<file path="src/rtl/blkreg_pkg.sv">
package blkreg_pkg;

    typedef enum logic [2:0] {
        ST_IDLE,
        ST_RX,
        ST_ACK,
        ST_TX,
        ST_MACK
    } link_st_e;

endpackage

</file>
<file path="src/rtl/blkreg_line_filt.sv">
module blkreg_line_filt #(
    parameter int FILT_LEN = 3
) (
    input  logic clk,
    input  logic rst_n,
    input  logic line_i,
    output logic line_o
);
    localparam int CW = (FILT_LEN < 2) ? 1 : $clog2(FILT_LEN + 1);

    typedef struct packed {
        logic [1:0]    sync;
        logic          filt;
        logic [CW-1:0] cnt;
    } filt_t;

    filt_t filt_d, filt_q;

    always_comb begin
        filt_d      = filt_q;
        filt_d.sync = {filt_q.sync[0], line_i};
        if (filt_q.sync[1] == filt_q.filt) begin
            filt_d.cnt = '0;
        end else if (filt_q.cnt == CW'(FILT_LEN - 1)) begin
            filt_d.filt = filt_q.sync[1];
            filt_d.cnt  = '0;
        end else begin
            filt_d.cnt = filt_q.cnt + 1'b1;
        end
    end

    always_ff @(posedge clk or negedge rst_n) begin
        if (!rst_n) begin
            filt_q <= '{sync: 2'b11, filt: 1'b1, cnt: '0};
        end else begin
            filt_q <= filt_d;
        end
    end

    assign line_o = filt_q.filt;

    // the filtered level only ever moves to the synchronised level
    assert_filter_follows_R10: assert property (@(posedge clk) disable iff (!rst_n)
        !$stable(filt_q.filt) |-> filt_q.filt == $past(filt_q.sync[1]));

endmodule

</file>
<file path="src/rtl/blkreg_file.sv">
module blkreg_file #(
    parameter int         NUM_REGS = 7,
    parameter int         IDX_W    = 4,
    parameter logic [7:0] RST_BASE = 8'h40
) (
    input  logic                  clk,
    input  logic                  rst_n,
    input  logic                  wr_en_i,
    input  logic [IDX_W-1:0]      wr_idx_i,
    input  logic [7:0]            wr_data_i,
    output logic [NUM_REGS*8-1:0] regs_o
);
    logic [7:0] regs_d [NUM_REGS];
    logic [7:0] regs_q [NUM_REGS];

    always_comb begin
        for (int k = 0; k < NUM_REGS; k++) begin
            regs_d[k] = regs_q[k];
            if (wr_en_i && wr_idx_i == IDX_W'(k)) begin
                regs_d[k] = wr_data_i;
            end
        end
    end

    always_ff @(posedge clk or negedge rst_n) begin
        if (!rst_n) begin
            for (int k = 0; k < NUM_REGS; k++) begin
                regs_q[k] <= RST_BASE + 8'(k);
            end
        end else begin
            for (int k = 0; k < NUM_REGS; k++) begin
                regs_q[k] <= regs_d[k];
            end
        end
    end

    for (genvar g = 0; g < NUM_REGS; g++) begin : g_out
        assign regs_o[g*8 +: 8] = regs_q[g];
    end

    // without a write strobe the bank holds its contents
    assert_bank_holds_R4: assert property (@(posedge clk) disable iff (!rst_n)
        !wr_en_i |=> $stable(regs_o));

endmodule

</file>
<file path="src/rtl/blkreg_link.sv">
module blkreg_link
    import blkreg_pkg::*;
#(
    parameter logic [6:0] DEV_ADDR = 7'h69,
    parameter int         NUM_REGS = 7,
    parameter int         IDX_W    = 4
) (
    input  logic                  clk,
    input  logic                  rst_n,
    input  logic                  scl_f,
    input  logic                  sda_f,
    input  logic [NUM_REGS*8-1:0] regs_i,
    output logic                  wr_en_o,
    output logic [IDX_W-1:0]      wr_idx_o,
    output logic [7:0]            wr_data_o,
    output logic                  sda_oe_o
);
    localparam int               HDR_BYTES = 2;
    localparam logic [IDX_W-1:0] IDX_MAX   = IDX_W'(NUM_REGS + HDR_BYTES);
    localparam logic [IDX_W-1:0] IDX_FIRST = IDX_W'(HDR_BYTES);

    typedef struct packed {
        link_st_e         st;
        logic             addr_ph;
        logic             rnw;
        logic [IDX_W-1:0] idx;
        logic [3:0]       bits;
        logic [7:0]       sh;
        logic             drive;
        logic             scl_p;
        logic             sda_p;
    } link_t;

    link_t link_d, link_q;

    logic       is_start, is_stop, scl_rise, scl_fall;
    logic [7:0] tx_cur;

    assign is_start = link_q.scl_p & scl_f & link_q.sda_p & ~sda_f;
    assign is_stop  = link_q.scl_p & scl_f & ~link_q.sda_p & sda_f;
    assign scl_rise = ~link_q.scl_p & scl_f;
    assign scl_fall = link_q.scl_p & ~scl_f;

    // byte to transmit for the current read index
    always_comb begin
        tx_cur = 8'hFF;
        if (link_q.idx == '0) begin
            tx_cur = 8'(NUM_REGS);
        end
        for (int k = 0; k < NUM_REGS; k++) begin
            if (link_q.idx == IDX_W'(k + 1)) begin
                tx_cur = regs_i[k*8 +: 8];
            end
        end
    end

    always_comb begin
        link_d       = link_q;
        link_d.scl_p = scl_f;
        link_d.sda_p = sda_f;
        wr_en_o      = 1'b0;
        wr_idx_o     = link_q.idx - IDX_FIRST;
        wr_data_o    = link_q.sh;

        if (is_start) begin
            link_d.st      = ST_RX;
            link_d.addr_ph = 1'b1;
            link_d.rnw     = 1'b0;
            link_d.idx     = '0;
            link_d.bits    = '0;
            link_d.drive   = 1'b0;
        end else if (is_stop) begin
            link_d.st    = ST_IDLE;
            link_d.drive = 1'b0;
        end else begin
            unique case (link_q.st)
                ST_RX: begin
                    if (scl_rise && link_q.bits != 4'd8) begin
                        link_d.sh   = {link_q.sh[6:0], sda_f};
                        link_d.bits = link_q.bits + 4'd1;
                    end
                    if (scl_fall && link_q.bits == 4'd8) begin
                        if (link_q.addr_ph) begin
                            if (link_q.sh[7:1] == DEV_ADDR) begin
                                link_d.st      = ST_ACK;
                                link_d.drive   = 1'b1;
                                link_d.rnw     = link_q.sh[0];
                                link_d.addr_ph = 1'b0;
                                link_d.idx     = '0;
                            end else begin
                                link_d.st = ST_IDLE;
                            end
                        end else begin
                            link_d.st    = ST_ACK;
                            link_d.drive = (link_q.idx < IDX_MAX);
                            if (link_q.idx >= IDX_FIRST && link_q.idx < IDX_MAX) begin
                                wr_en_o = 1'b1;
                            end
                            if (link_q.idx != IDX_MAX) begin
                                link_d.idx = link_q.idx + 1'b1;
                            end
                        end
                    end
                end
                ST_ACK: begin
                    if (scl_fall) begin
                        link_d.bits = '0;
                        if (link_q.rnw) begin
                            link_d.st    = ST_TX;
                            link_d.sh    = tx_cur;
                            link_d.drive = ~tx_cur[7];
                            link_d.idx   = link_q.idx + 1'b1;
                        end else begin
                            link_d.st    = ST_RX;
                            link_d.drive = 1'b0;
                        end
                    end
                end
                ST_TX: begin
                    if (scl_rise) begin
                        link_d.bits = link_q.bits + 4'd1;
                    end
                    if (scl_fall) begin
                        if (link_q.bits == 4'd8) begin
                            link_d.st    = ST_MACK;
                            link_d.drive = 1'b0;
                        end else begin
                            link_d.sh    = {link_q.sh[6:0], 1'b1};
                            link_d.drive = ~link_q.sh[6];
                        end
                    end
                end
                ST_MACK: begin
                    if (scl_rise && sda_f) begin
                        link_d.st = ST_IDLE;
                    end else if (scl_fall) begin
                        link_d.st    = ST_TX;
                        link_d.bits  = '0;
                        link_d.sh    = tx_cur;
                        link_d.drive = ~tx_cur[7];
                        if (link_q.idx != IDX_MAX) begin
                            link_d.idx = link_q.idx + 1'b1;
                        end
                    end
                end
                default: begin
                    link_d.drive = 1'b0;
                end
            endcase
        end
    end

    always_ff @(posedge clk or negedge rst_n) begin
        if (!rst_n) begin
            link_q <= '{st: ST_IDLE, addr_ph: 1'b1, rnw: 1'b0, idx: '0, bits: '0,
                        sh: '0, drive: 1'b0, scl_p: 1'b1, sda_p: 1'b1};
        end else begin
            link_q <= link_d;
        end
    end

    assign sda_oe_o = link_q.drive;

    // the data drive toggles only while the filtered clock is low
    assert_drive_scl_low_R9: assert property (@(posedge clk) disable iff (!rst_n)
        !$stable(link_q.drive) |-> !scl_f);

    // an idle link never pulls the data line
    assert_idle_released_R7: assert property (@(posedge clk) disable iff (!rst_n)
        link_q.st == ST_IDLE |-> !link_q.drive);

    // stores never target a register past the bank
    assert_write_in_bank_R5: assert property (@(posedge clk) disable iff (!rst_n)
        wr_en_o |-> int'(wr_idx_o) < NUM_REGS);

    // every stored byte is acknowledged in the following cycle
    assert_store_acked_R3: assert property (@(posedge clk) disable iff (!rst_n)
        wr_en_o |=> (link_q.st == ST_ACK && link_q.drive));

endmodule

</file>
<file path="src/rtl/blkreg_i2c_slave.sv">
module blkreg_i2c_slave #(
    parameter logic [6:0] DEV_ADDR = 7'h69,
    parameter int         NUM_REGS = 7,
    parameter int         FILT_LEN = 3,
    parameter logic [7:0] RST_BASE = 8'h40
) (
    input  logic                  clk,
    input  logic                  rst_n,
    input  logic                  scl_i,
    input  logic                  sda_i,
    output logic                  sda_oe,
    output logic [NUM_REGS*8-1:0] cfg_o
);
    localparam int IDX_W = $clog2(NUM_REGS + 3);

    logic             scl_f, sda_f;
    logic             wr_en;
    logic [IDX_W-1:0] wr_idx;
    logic [7:0]       wr_data;

    blkreg_line_filt #(.FILT_LEN(FILT_LEN)) u_scl_filt (
        .clk(clk), .rst_n(rst_n), .line_i(scl_i), .line_o(scl_f)
    );

    blkreg_line_filt #(.FILT_LEN(FILT_LEN)) u_sda_filt (
        .clk(clk), .rst_n(rst_n), .line_i(sda_i), .line_o(sda_f)
    );

    blkreg_link #(
        .DEV_ADDR(DEV_ADDR), .NUM_REGS(NUM_REGS), .IDX_W(IDX_W)
    ) u_link (
        .clk(clk), .rst_n(rst_n), .scl_f(scl_f), .sda_f(sda_f),
        .regs_i(cfg_o), .wr_en_o(wr_en), .wr_idx_o(wr_idx),
        .wr_data_o(wr_data), .sda_oe_o(sda_oe)
    );

    blkreg_file #(
        .NUM_REGS(NUM_REGS), .IDX_W(IDX_W), .RST_BASE(RST_BASE)
    ) u_file (
        .clk(clk), .rst_n(rst_n), .wr_en_i(wr_en), .wr_idx_i(wr_idx),
        .wr_data_i(wr_data), .regs_o(cfg_o)
    );

endmodule

</file>
<file path="config.mk">
export PLATFORM = sky130hd
export DESIGN_NAME = blkreg_i2c_slave
export DESIGN_NICKNAME = d
export VERILOG_FILES = /design/src/rtl/blkreg_pkg.sv /design/src/rtl/blkreg_line_filt.sv /design/src/rtl/blkreg_file.sv /design/src/rtl/blkreg_link.sv /design/src/rtl/blkreg_i2c_slave.sv
export SDC_FILE = /design/constraint.sdc
export NUM_CORES = 1
export LEC_CHECK = 0
export ABC_AREA = 1
export BUFFER_PORTS_ARGS = -buffer_cell sky130_fd_sc_hd__buf_2
export CAP_MARGIN = 5
export CORE_ASPECT_RATIO = 1.1
export CORE_MARGIN = 2
export CORE_UTILIZATION = 54
export CTS_CLUSTER_SIZE = 25
export DETAILED_ROUTE_END_ITERATION = 6
export HOLD_SLACK_MARGIN = 0.15
export PLACE_DENSITY = 0.81
export SYNTH_ARGS = -nofsm -noshare
export SYNTH_HDL_FRONTEND = slang
export SYNTH_SLANG_ARGS = --single-unit
</file>
<file path="constraint.sdc">
create_clock -name clk -period 5.95 [get_ports clk]
set_clock_uncertainty 0.05 [all_clocks]
set_input_delay 0.8925 -clock clk [delete_from_list [all_inputs] [get_ports clk]]
set_output_delay 0.8925 -clock clk [all_outputs]
set_load 0.02 [all_outputs]
</file>
== After elaboration in Yosys (flattened, before gate mapping) ==
Index checks and enable logic that the tools add are counted.

* Bits in registers: 90
* Output and inout port bits: 57
* Bits of input ports: 4

* Add/subtract/negate cells: 5
* Bitwise operators: 17
* Muxes and demuxes: 55
* Equality and inequality tests: 49
* Order comparisons: 2
* Reductions and logical operators: 30

{| class="wikitable"
|+ Operators with widths
! cell !! count
|-
| $mux 8 || 10
|-
| $mux 17 || 3
|-
| $pmux 12 s4 || 1
|-
| $eq 4x3->1 const B || 7
|-
| $ne 4x1->1 const B || 5
|-
| $mux 18 || 1
|-
| $mux 2 || 9
|-
| $mux 3 || 6
|-
| $mux 9 || 2
|-
| $ne 3x1->1 const B || 6
|-
| $eq 4x2->1 const B || 4
|-
| $mux 4 || 4
|-
| $mux 1 || 13
|-
| $mux 13 || 1
|-
| $mux 12 || 1
|-
| $ne 2x1->1 const B || 6
|-
| $ne 4x4->1 const B || 3
|-
| $pmux 3 s4 || 1
|-
| $pmux 4 s3 || 1
|-
| $reduce_and 6->1 || 2
|-
| $logic_and 1x1->1 || 11
|-
| $not 1->1 || 10
|-
| $reduce_and 10->1 || 1
|-
| $add 4x1->4 const B || 2
|-
| other kinds (30) || 48
|}

== Logic depth before layout (Yosys ltp) ==
Gate-level depths: netlist of run 1.

* Depth in word-level cells: 15
* Mapped depth: 14

== By module ==
A second synthesis of run 1 with hierarchy kept.

* Cells, all modules: 697
* Area, all modules: 5226.3 sq um

{| class="wikitable"
|+ By module, submodules not included
! module !! area an instance (sq um) !! instances !! cells each
|-
| blkreg_link || 2461.1 || 1 || 393
|-
| blkreg_file || 2384.8 || 1 || 262
|-
| blkreg_line_filt || 190.2 || 2 || 21
|}

== Least setup slack after synthesis of run 1 ==
OpenSTA, ideal clock, no wires.

* Path type: register to register
* Start: reg u_link.link_q[11] in the netlist's numbering
* End: reg u_file.regs_q, in the netlist u_file.regs_o[23]
* Setup time: 0.123 ns
* Cell stages (with the launch flop): 11
* Arrival time: 1.908 ns
* Path buffers: 1
* Slack: 3.869 ns
* Path through: dfrtp_1 inv_1 ha_1 nand2_2 nor2_8 nand2_1 a311oi_4 nand3_2 buf_6 nand2_1 o21ai_2

* Longest elaborated chain between the ends: 7

{| class="wikitable"
|+ RTL lines
! what !! line !! source
|-
| from (decl) || blkreg_link.sv:34 || <nowiki>link_t link_d, link_q;</nowiki>
|-
| from (signal assigned) || blkreg_link.sv:155 || <nowiki>link_q <= '{st: ST_IDLE, addr_ph: 1'b1, rnw: 1'b0, idx: '0, bits: '0,</nowiki>
|-
| from (signal assigned) || blkreg_link.sv:158 || <nowiki>link_q <= link_d;</nowiki>
|-
| $eq 4x4->1 || blkreg_link.sv:82 || <nowiki>if (scl_fall && link_q.bits == 4'd8) begin</nowiki>
|-
| $logic_and 1x1->1 || blkreg_link.sv:82 ||
|-
| $mux 1 || blkreg_link.sv:82 ||
|-
| $mux 1 || blkreg_link.sv:76 || <nowiki>unique case (link_q.st)</nowiki>
|-
| $mux 1 || blkreg_link.sv:72 || <nowiki>end else if (is_stop) begin</nowiki>
|-
| $mux 1 || blkreg_link.sv:65 || <nowiki>if (is_start) begin</nowiki>
|-
| $logic_and 1x1->1 || blkreg_file.sv:19 || <nowiki>if (wr_en_i && wr_idx_i == IDX_W'(k)) begin</nowiki>
|-
| to (signal, indexed assignment) || blkreg_file.sv:28 || <nowiki>regs_q[k] <= RST_BASE + 8'(k);</nowiki>
|-
| to (signal, indexed assignment) || blkreg_file.sv:32 || <nowiki>regs_q[k] <= regs_d[k];</nowiki>
|-
| to (decl) || blkreg_file.sv:14 || <nowiki>logic [7:0] regs_q [NUM_REGS];</nowiki>
|}

No other way between the ends.
A chain may end at the register's enable or synchronous reset.

== Worst setup path after layout of run 1 ==
* Start: reg u_link.link_q[23] in the netlist's numbering
* End: reg u_link.link_q[19] in the netlist's numbering

* Longest elaborated chain between the ends: 3

{| class="wikitable"
|+ RTL lines
! what !! line
|-
| $eq 3x1->1 || blkreg_link.sv:76
|-
| $reduce_bool 2->1 (no source line) || -
|-
| $reduce_and 5->1 (no source line) || -
|}

No other way between the ends.

==> results of run 1 <==
## worst max-delay path, cell delays in order (launching register included)
cell	delay, ps
dfrtp_1	430
inv_1	90
nand2_1	90
nor2_1	250
inv_1	130
nand2_1	370
clkinv_1	370
nand3_1	190
nand4_1	140
inv_1	200
nand2_1	100
o21ai_0	170
inv_1	50
## power groups by stage
| stage | clock network (mW) | registers [mW] | logic (mW) |
|---|---|---|---|
| after CTS | 0.443 | 0.834 | 1.19 |
| final | 0.440 | 0.836 | 1.21 |
| after global routing | 0.476 | 0.852 | 1.36 |
| after detailed placement | 0 | 0.843 | 1.18 |
| after global placement | 0 | 0.837 | 1.15 |
| after floorplan | 0 | 0.828 | 0.867 |
## worst paths after layout
| path | startpoint | endpoint | slack [ps] | cells after the start |
|---|---|---|---|---|
| worst min register to register | u_scl_filt.filt_d[4] | u_scl_filt.filt_q[4] | 310 | 0 |
| max in group asynchronous | rst_n | u_link.sda_oe_o | 4450 | 1 |
| worst min-delay path | u_scl_filt.filt_d[4] | u_scl_filt.filt_q[4] | 310 | 0 |
| min in group asynchronous | rst_n | u_file.regs_o[3] | 700 | 1 |
| worst max-delay path | u_link.link_q[23] | u_link.link_q[19] | 3230 | 12 |
| worst max register to register | u_link.link_q[23] | u_link.link_q[19] | 3230 | 12 |
## final cells by class
type	count	area share, %
flip-flops and latches	90	42.68
inverters	85	5.964
multi-input cells	424	39.20
clock buffers	9	2.315
well taps	114	2.666
clock inverters	7	1.520
repair buffers	60	5.659
## sequential cells by signal, indices dropped and copies added, names as in the netlist
name,cells
u_scl_filt.filt_q,3
u_link.link_q,15
u_sda_filt.filt_d,1
u_sda_filt.filt_q,3
u_scl_filt.line_o,1
u_link.wr_data_o,8
u_file.regs_o,56
u_scl_filt.filt_d,1
u_sda_filt.line_o,1
u_link.sda_oe_o,1
## per-stage QoR
step / hold slack (ps) / std cells
final: 311.0 / 789
after global placement: 299.5 / 773
after detailed placement: 297.9 / 773
after global routing: 319.9 / 789
after CTS: 313.4 / 789
after floorplan: 295.2 / 614
## cells in the mapped netlist
library cell    n  area (sq um)
nand2_1       175         656.9
inv_1          82         307.8
dfrtp_1        65          1627
nor2_1         49         183.9
o21ai_1        40         200.2
nand3_1        38         190.2
o21ai_0        34         170.2
a21oi_1        26         130.1
dfstp_2        25         656.9
ha_1            9         112.6
nor3_1          8         40.04
o21ai_2         8         70.07
buf_6           7         78.83
nand3_2         7         70.07
clkbuf_1        6         22.52
or2_2           5         31.28
nand3b_1        4         30.03
o31ai_1         3         22.52
xor2_1          3         26.28
buf_2           2         10.01
inv_2           2         7.510
nand2_2         2         12.51
nand4_1         2         12.51
xnor2_1         2         17.52
a21boi_2        1         11.26
a22oi_1         1         7.510
a311oi_4        1         26.28
clkinv_1        1         3.750
nand3_4         1         17.52
nor2_2          1         6.260
nor2_8          1         20.02
nor3_4          1         16.27
nor4_1          1         6.260
o32ai_1         1         8.760
## cells by family after synthesis
family / after synthesis
AOI/OAI and AO/OA: 115
buffers and inverters: 100
and+or+nand+nor: 295
xor gates and xnor gates: 5
adders and majority gates: 9
DFF: 90
## layer usage
layer  part of all wire [%]  vias up  track usage (%)
met1                     42     2059            33.41
met2                     49      137            42.97
met5                      0        -                0
met4                    3.2        0            9.922
li1                       -     2067                -
met3                    5.5       29            4.898
==> flow_summary.json, run 1 <==
{
  "yosys.cell_types.count": 34,
  "dieWidth_microns": 94.00,
  "ys.warnings.count": 0,
  "io_pins": 61,
  "intPower_mw": 1.283,
  "status": "complete, no violations",
  "grt_start_max_net_pins": 91,
  "synth-simple-area-share_pct": 26.89,
  "multiInputGateArea_sq_um": 2097,
  "final_common_cell": "nand2_1",
  "peakVddDrop_mv": 0.2183,
  "clock_sinks": 90,
  "drv_slew": 0,
  "synth_top_family_by_area": "simple AND/OR/NAND/NOR gates",
  "finalHoldViolCount": 0,
  "combPwrFrac_pct": 48.6,
  "first_global_vias": 3943,
  "layout.nets": 683,
  "clk_pin_slew_ps": 90,
  "timing.final.ws_setup_ps": 3226,
  "final.period_utilization_pct": 45.78,
  "power_density_nw_per_um2": 464.0,
  "synthCells": 614,
  "dpl_cell_area_sq_um": 5145,
  "wire_per_inst_microns": 15.12,
  "num_antenna_cells": 0,
  "dpl.hpwl_mm": 8.497,
  "period_needed_ps": 2724,
  "pre_cts_ws_ps": 3373,
  "routed_wl_mm": 11.93,
  "area_delta_synth_final_pct": 11.21,
  "floorplan.rows": 36,
  "synthAdderAreaFrac_pct": 2.341,
  "rsz0062_at_grt": "false",
  "dieArea_sq_um": 9681,
  "tritoncts": "done",
  "numCtsBuffers": 9,
  "criticalPathCategory": "reg -> reg",
  "power.leakage_nw": 2.790,
  "gp_congestion": 0.9473,
  "synth.area.mux_share_pct": 0,
  "cts.repair.resized": 0,
  "regArea_sq_um": 2283,
  "clk_path_buf_depth": 2,
  "drt_iter0_drc": 317,
  "worstMarginPinSlew_ps": 1114,
  "syn_nets": 627,
  "gr-usage-all-layers_pct": 25.71,
  "syn_area_per_cell_sq_um": 7.835,
  "postCtsSetupRepairBufs": 0,
  "final.fill_count": 791,
  "critPathRequiredTime_ps": 6160,
  "worstPathArrival_ps": 2930,
  "switchingPower_mw": 1.199,
  "die_h_microns": 103.0,
  "power_mw": 2.482,
  "synth_area_sq_um": 4811,
  "ys_seq_elements": 90,
  "fmax_mhz": 367.1,
  "dr.pass1.iters": 5,
  "most-common-layout-cells": "175 x nand2_1, 82 x inv_1, 65 x dfrtp_1",
  "fin_area_sq_um": 5350,
  "synth-xor-area-share_pct": 0.9103,
  "postCtsHoldBufs": 0,
  "grt_overflow": 0,
  "core_area_sq_um": 8738,
  "drv_cap": 0,
  "grt_pass1_wl_mm": 19.32,
  "routed-via-count": 4292,
  "drive_above_1_share_pct": 19.41,
  "root_buffer": "clkbuf_8",
  "fin_util_pct": 61.23,
  "pwr-share-clk_pct": 17.7,
  "synth_compound_area_share_pct": 13.45,
  "start_kind": "flop",
  "power_frac_seq_pct": 33.7,
  "cp-end-kind": "flop",
  "min_path_type": "reg -> reg",
  "crit_fanout": 13,
  "drcViolationCount": 0,
  "initial_core_util_pct": 55.05,
  "drtAntennaViolNets": 0,
  "ys_seq_area_share_pct": 47.46,
  "tns_ps": 0,
  "slew_headroom_pct": 25.74,
  "port_buffers": 60,
  "setup_violations": 0,
  "via_per_inst": 5.440,
  "worstSkewPairLatency_ps": 370,
  "swShare_pct": 48.30,
  "antenna_found_initial": 0,
  "cts-htree-levels": 3
}
Power figures use the tool's default switching activity.
==> inputs of run 2 (changes only) <==
--- a/config.mk
+++ b/config.mk
@@ -10,11 +10,11 @@
 export CAP_MARGIN = 5
 export CORE_ASPECT_RATIO = 1.1
 export CORE_MARGIN = 2
-export CORE_UTILIZATION = 54
+export CORE_UTILIZATION = 53
 export CTS_CLUSTER_SIZE = 25
 export DETAILED_ROUTE_END_ITERATION = 6
 export HOLD_SLACK_MARGIN = 0.15
-export PLACE_DENSITY = 0.81
+export PLACE_DENSITY = 0.83
 export SYNTH_ARGS = -nofsm -noshare
 export SYNTH_HDL_FRONTEND = slang
 export SYNTH_SLANG_ARGS = --single-unit
==> constraint.sdc (replaced) <==
create_clock -name clk -period 2.5 [get_ports clk]
set_clock_uncertainty 0.05 [all_clocks]
set_input_delay 0.375 -clock clk [delete_from_list [all_inputs] [get_ports clk]]
set_output_delay 0.375 -clock clk [all_outputs]
set_load 0.02 [all_outputs]
==> run 2 against run 1 <==
Against the previous run: die area increased by 1.8%; routed wire length rose by 2.1%; non-clock buffer count up 24; clock power increased by 130%; design area grew 3.6%; sequential power rose by 140%; setup slack lost 2900 ps; largest power group unchanged; utilization grew 1.5 points; via count up 2.1%.
==> flow_summary.json, run 2 (synthesized netlist as in run 1, its figures left out) <==
{
  "cp-end-kind": "flop",
  "slowest_delay_ps": 520,
  "worstMarginPinSlew_ps": 506.1,
  "clk_path_buf_depth": 2,
  "peakVddDrop_mv": 0.5297,
  "cts.repair.resized": 0,
  "dr.pass1.iters": 7,
  "final.fill_count": 769,
  "critPathLaunch": "u_link.link_q[11]",
  "fin_util_pct": 62.77,
  "drv_cap": 0,
  "floorplan.rows": 36,
  "root_buffer": "clkbuf_8",
  "area_delta_synth_final_pct": 15.19,
  "r2r-start": "u_link.link_q[11]",
  "clk_pin_slew_ps": 90,
  "core_area_sq_um": 8828,
  "drtAntennaViolNets": 0,
  "layout.cells.non_filler": 813,
  "fmax_mhz": 458.8,
  "dp.cells": 794,
  "finalHoldViolCount": 0,
  "numCtsBuffers": 9,
  "die_h_microns": 103.9,
  "status": "complete, no violations",
  "criticalPathCategory": "reg -> reg",
  "power_density_nw_per_um2": 1087,
  "setup_violations": 0,
  "initial_core_util_pct": 54.49,
  "slew_headroom_pct": 65.97,
  "num_antenna_cells": 0,
  "drive_above_1_share_pct": 21.46,
  "drv_slew": 0,
  "period_needed_ps": 2180,
  "postCtsHoldBufs": 3,
  "critPathRequiredTime_ps": 2750,
  "multiInputGateArea_sq_um": 2097,
  "cts-htree-levels": 3,
  "grt_pass1_wl_mm": 19.95,
  "min_from": "u_scl_filt.filt_d[4]",
  "tns_ps": 0,
  "dpl.hpwl_mm": 8.890,
  "final.period_utilization_pct": 87.19,
  "tritoncts": "done",
  "regArea_sq_um": 2283,
  "pre_cts_ws_ps": 350.5,
  "gr-usage-all-layers_pct": 26.17,
  "power.leakage_nw": 2.895,
  "drt_iter0_drc": 270,
  "first_global_vias": 4184,
  "antenna_found_initial": 0,
  "drcViolationCount": 0,
  "min_path_type": "reg -> reg",
  "postCtsSetupRepairBufs": 0,
  "most-common-layout-cells": "175 x nand2_1, 82 x inv_1, 65 x dfrtp_1",
  "routed_wl_mm": 12.18,
  "grt_overflow": 0,
  "critical-path-slowest-cell": "o31ai_1",
  "port_buffers": 60,
  "final_common_cell": "nand2_1",
  "wire_per_inst_microns": 14.99,
  "dieWidth_microns": 94.84,
  "rsz0062_at_grt": "false",
  "crit_fanout": 6,
  "clock_sinks": 90,
  "worstSkewPairLatency_ps": 370,
  "crit_chain": "inv_1 > ha_1 > nand2_2 > nor2_8 > nand2_1 > nand2_1 > o21ai_0 > o31ai_1 > nand3_1 > o21ai_0",
  "dieArea_sq_um": 9856,
  "gp_congestion": 0.9227,
  "routed-via-count": 4383,
  "grt_start_max_net_pins": 69,
  "layout.nets": 707,
  "timing.final.ws_setup_ps": 320.3,
  "start_kind": "flop",
  "worstPathArrival_ps": 2430,
  "io_pins": 61,
  "via_per_inst": 5.391,
  "largest_reg_flops": 56
}
-- run 2: cell types whose count changed in the layout (fill, tap and decap cells not counted) --
cell / previous run / this run
buf_4: 1 / 21
dlygate4sd3_1: 0 / 3
inv_6: 4 / 1
clkbuf_1: 0 / 2
buf_12: 0 / 1
clkbuf_8: 9 / 10
clkinvlp_4: 0 / 1
inv_8: 1 / 0
-- run 2: final timing paths --
check	slack, ps	end	depth (start not counted)
min reg2reg	310	u_scl_filt.filt_q[4]	0
max	320	u_link.link_q[22]	10
max in group asynchronous	1320	u_file.regs_o[50]	3
min in group asynchronous	390	u_scl_filt.filt_q[0]	2
max reg2reg	320	u_link.link_q[22]	10
min	310	u_scl_filt.filt_q[4]	0
-- run 2: layer usage --
layer	share of wire [%]	GRT usage, %	wire, microns	up-vias
met1	41	32.67	4946	2066
met5	0	0	0	-
li1	-	-	-	2121
met2	49	42.55	5927	158
met4	4.0	12.94	484	0
met3	6.8	5.652	826	38
-- run 2: power breakdown --
group / total, mW / switching [mW] / internal (mW)
Clock: 1.01 / 0.520 / 0.493
Combinational: 3.02 / 2.07 / 0.952
Sequential: 1.99 / 0.253 / 1.74
Total: 6.02 / 2.84 / 3.19
-- run 2: layout make-up --
| type | instances | area share [%] |
|---|---|---|
| sequential | 90 | 41.21 |
| tap | 114 | 2.574 |
| clock buffer | 12 | 2.619 |
| multi-input combinational | 424 | 37.84 |
| timing repair buffer | 84 | 9.077 |
| clock inverter | 4 | 0.9257 |
| inverter | 85 | 5.758 |
-- run 2: metrics by stage --
step                      power, mW  instance area (sq um)  hold WS, ps
after global placement        4.865                   5315        244.9
after global routing          6.481                   5542        316.6
final                         6.025                   5542        309.2
after detailed placement      4.983                   5315        248.7
after CTS                     6.006                   5542        310.6
after floorplan               4.034                   4811        29.41
-- run 2: worst max-delay path, delay by kind of cell (launching register included) --
kind,cells,cell delay [ps]
AOI/OAI and AO/OA,3,800
and+or+nand+nor,5,570
DFF,1,400
adders and majority gates,1,190
buffers and inverters,1,110
